--- config.mk ---
export PLATFORM = sky130hd
export DESIGN_NAME = mm_engine
export DESIGN_NICKNAME = d
export VERILOG_FILES = /design/src/rtl/mm_engine.sv
export SDC_FILE = /design/constraint.sdc
export NUM_CORES = 1
export LEC_CHECK = 0
export ABC_AREA = 0
export BUFFER_PORTS_ARGS = -buffer_cell sky130_fd_sc_hd__buf_2
export CAP_MARGIN = 20
export CORE_ASPECT_RATIO = 2
export CORE_MARGIN = 3
export CORE_UTILIZATION = 50
export CTS_CLUSTER_DIAMETER = 50
export DETAILED_ROUTE_END_ITERATION = 10
export HOLD_SLACK_MARGIN = 0.05
export PLACE_DENSITY = 0.72
export SYNTH_ARGS = -nofsm -noshare
export SYNTH_HDL_FRONTEND = slang
export SYNTH_SLANG_ARGS = --single-unit
export TNS_END_PERCENT = 100
--- constraint.sdc ---
create_clock -name clk -period 10.6 [get_ports clk]
set_input_delay 2.12 -clock clk [delete_from_list [all_inputs] [get_ports clk]]
set_output_delay 2.12 -clock clk [all_outputs]
set_load 0.005 [all_outputs]
--- src/rtl/mm_engine.sv ---
module mm_engine #(
  parameter int N  = 16,
  parameter int DW = 32,
  parameter int LG = $clog2(N),
  parameter int AW = 2 * LG
) (
  input  logic          clk,
  input  logic          rst_n,
  input  logic          start,
  output logic          done,
  output logic          idle,
  output logic          ready,
  output logic [AW-1:0] a_addr,
  output logic          a_ce,
  input  logic [DW-1:0] a_q,
  output logic [AW-1:0] b_addr,
  output logic          b_ce,
  input  logic [DW-1:0] b_q,
  output logic [AW-1:0] c_addr,
  output logic          c_ce,
  output logic          c_we,
  output logic [DW-1:0] c_d
);
  localparam logic [LG-1:0] TOP = LG'(N - 1);

  logic          run;
  logic [LG-1:0] ri, cj, kk;
  logic          v1, first1, last1, fin1, fin2;
  logic [AW-1:0] caddr1;
  logic [DW-1:0] acc, prod, sum;

  wire last_it = run && ri == TOP && cj == TOP && kk == TOP;

  assign a_addr = {ri, kk};
  assign b_addr = {kk, cj};
  assign a_ce   = run;
  assign b_ce   = run;
  assign ready  = last_it;
  assign idle   = !(run || v1 || c_we || done);
  assign prod   = a_q * b_q;
  assign sum    = (first1 ? '0 : acc) + prod;

  always_ff @(posedge clk) begin
    if (!rst_n) begin
      run <= 1'b0;
      ri  <= '0;
      cj  <= '0;
      kk  <= '0;
    end else if (!run) begin
      if (start && idle) begin
        run <= 1'b1;
        ri  <= '0;
        cj  <= '0;
        kk  <= '0;
      end
    end else begin
      kk <= kk + 1'b1;
      if (kk == TOP) begin
        cj <= cj + 1'b1;
        if (cj == TOP) ri <= ri + 1'b1;
      end
      if (last_it) run <= 1'b0;
    end
  end

  always_ff @(posedge clk) begin
    if (!rst_n) begin
      v1     <= 1'b0;
      first1 <= 1'b0;
      last1  <= 1'b0;
      fin1   <= 1'b0;
      fin2   <= 1'b0;
      caddr1 <= '0;
      acc    <= '0;
      c_ce   <= 1'b0;
      c_we   <= 1'b0;
      c_addr <= '0;
      c_d    <= '0;
      done   <= 1'b0;
    end else begin
      v1     <= run;
      first1 <= kk == '0;
      last1  <= kk == TOP;
      fin1   <= last_it;
      fin2   <= fin1;
      done   <= fin2;
      caddr1 <= {ri, cj};
      if (v1) acc <= sum;
      c_ce <= v1 && last1;
      c_we <= v1 && last1;
      if (v1 && last1) begin
        c_addr <= caddr1;
        c_d    <= sum;
      end
    end
  end
endmodule


==> out/qor.txt <==
Drt initial violations - 722
Vias/cell - 5.220
Data required, critical path - 10890 ps
PortBufs - 129
Synthesis Warnings - 0
Clock Sinks - 100
Die height - 294.0 um
Crit Path Class - in -> reg
Number of synthesized flops with an enable pin - 0
Total grt overflow - 0
Post-synthesis register bit count - 100
Post-CTS setup buffers - 0
Fin nets - 2958
HPWL after detailed placement - 44830 um
Post-cts sizing count - 0
ANT nets after route - 0
Syn_area_per_cell - 9.025 um^2
Critical path peak fanout - 32
Core footprint - 40600 um^2
H-tree depth - 3
Clk_skew - 15.67 ps
Layout area overhead - 5.683%
IO Count - 130
CTS clk-pin slew, worst paths - 80 ps
Synth cell types - 58
Die width - 150.0 um
Hold Slack - 446.9 ps
Floorplan row count - 104
Largest net degree at the start of global routing - 99
Status - completed
GR met3 Demand/Resource - 3.406%
Top Usage Layer GRT - met2
Die ar. - 44110 um^2
Final setup violation count - 0
TritonCTS Buffers - 9
Most common cell after layout, fill and taps aside - inv_1
Mapped Cells - 2298
Unrepaired setup endpoints after global routing - no
WL/cell - 18.69 um
All-layer global routing usage - 25.54%
DRC viols - 0
Worst skew pair latency - 360 ps
Main synth FF type - dfxtp_1
Largest cells by area after synthesis - fa_1 (42%), and2_1 (10%), dfxtp_1 (9.7%), inv_1 (9.4%), ha_1 (7.7%)
Startpoint types - input port
Cts hold-fix bufs - 0
Worst rel slew slack - 32.40%
Fillers - 3773
HP Class - reg -> reg
Maximum clock frequency - 109.0 MHz
Fin. max-slew vios - 0
Layout cell share with drive strength beyond 1 - 7.082%
Met2 Use GR - 46.49%
Worst Setup End Kind - flip-flop
Router iterations before antenna repair - 6
Post-Syn Area - 20740 um^2
Final core utilization - 53.99%
Tcrit/Tclk final - 86.52%
Root buf cell - clkbuf_16
Area taken by multi-input logic gates - 16280 um^2
Net Count, Synth - 2931
Max-Cap Viols - 0
Min Tclk post-route - 9171 ps
Synth area leader - fa_1
Commonest cells after routing, fill and taps aside - inv_1 (519), fa_1 (438), and2_1 (339)
Async set-reset flop share out of synthesis - 0%
CP arrival - 9460 ps
Fin. Hold Viols - 0
First-pass GRT wire length - 88090 um
Vias in the first global route - 17180
Clock Tree Buf Depth - 2
Initial antenna violation count - 4
Initial core utilization - 51.08%
Synth top area share - 42.28%
Slew at the pin closest to its max-slew limit - 988.5 ps
CTS tree - yes
Reg area - 2003 um^2
Total number of vias - 14940
GPL Wtd Cong - 0.9003
Share of the yosys chip area belonging to registers - 9.653%
Met1 track demand over resource - 28.96%
Total negative setup slack - 0 ps
Routed wire length - 53490 um
## Yosys cell counts (4+ instances only)
library cell and number:
a21boi_0 27, a21o_1 11, a21oi_1 19, and2_1 339, and3_1 4, and4_1 6, buf_2 5, buf_4 10
clkbuf_1 104, dfxtp_1 100, fa_1 438, ha_1 128, inv_1 519, mux2i_1 27, nand2_1 287, nand2b_1 18
nand3_1 9, nand3b_1 7, nand4_1 6, nor2_1 21, nor2b_1 44, o211a_1 6, o211ai_1 4, o21a_1 5
o21ai_0 21, o31ai_1 5, xnor2_1 71, xor2_1 20
## worst max-delay path, stage by stage
cell and delay [ps]:
buf_2 310, and2_1 300, fa_1 500, inv_1 50, fa_1 530, inv_1 50
fa_1 470, inv_1 60, fa_1 540, inv_1 60, fa_1 490, fa_1 500
fa_1 500, inv_1 60, fa_1 480, inv_1 50, ha_1 350, a21o_1 210
a2111oi_0 530, nand2b_1 100, a311o_1 360, and2_4 180, a311oi_4 330, nand4_1 140
o211ai_1 140
## through the flow
stage,instance area [um^2],setup slack [ps],std cells
after global placement,21600,1141,2844
after detailed placement,21600,1051,2844
final,21920,1429,2862
after CTS,21910,1432,2860
after global routing,21910,1154,2860
after floorplan,20740,1852,2298
## logic make-up after synthesis
kind of cell / share of synthesized area (%)
and+or+nand+nor: 19.05
buffers and inverters: 11.83
DFF: 9.653
xor gates and xnor gates: 3.952
muxes: 1.303
AOI/OAI and AO/OA: 4.217
adders and majority gates: 50.00
## layer usage
layer / part of all wire (%) / wire, um
met1: 37 / 19750
met2: 53 / 28210
met3: 5.0 / 2678
met4: 5.3 / 2820
met5: 0.049 / 26
## flip-flops by register name (all words and copies together), names as in the netlist
name	cells
kk	4
ri	4
caddr1	8
done	1
fin1	1
acc	32
c_we	1
c_addr	8
cj	4
a_ce	1
v1	1
c_d	32
first1	1
last1	1
fin2	1
## final timing paths
kind | cells after the start | from | to | slack [ps]
max | 25 | b_q[0] | acc[30] | 1430
min | 2 | caddr1[6] | c_addr[6] | 450
max reg2reg | 25 | first1 | acc[30] | 3030
min reg2reg | 2 | caddr1[6] | c_addr[6] | 450
## area by class of cell
type / instances / area share, %
antenna: 2 / 0.02283
timing repair buffer: 137 / 3.220
clock buffer: 9 / 1.028
inverter: 519 / 8.888
sequential: 100 / 9.139
clock inverter: 7 / 0.3825
multi-input combinational: 1558 / 74.30
tap: 530 / 3.025
Power is left out: the tool's default activity adds up to more than one toggle a clock period on the data nets, which glitch-free logic cannot reach.
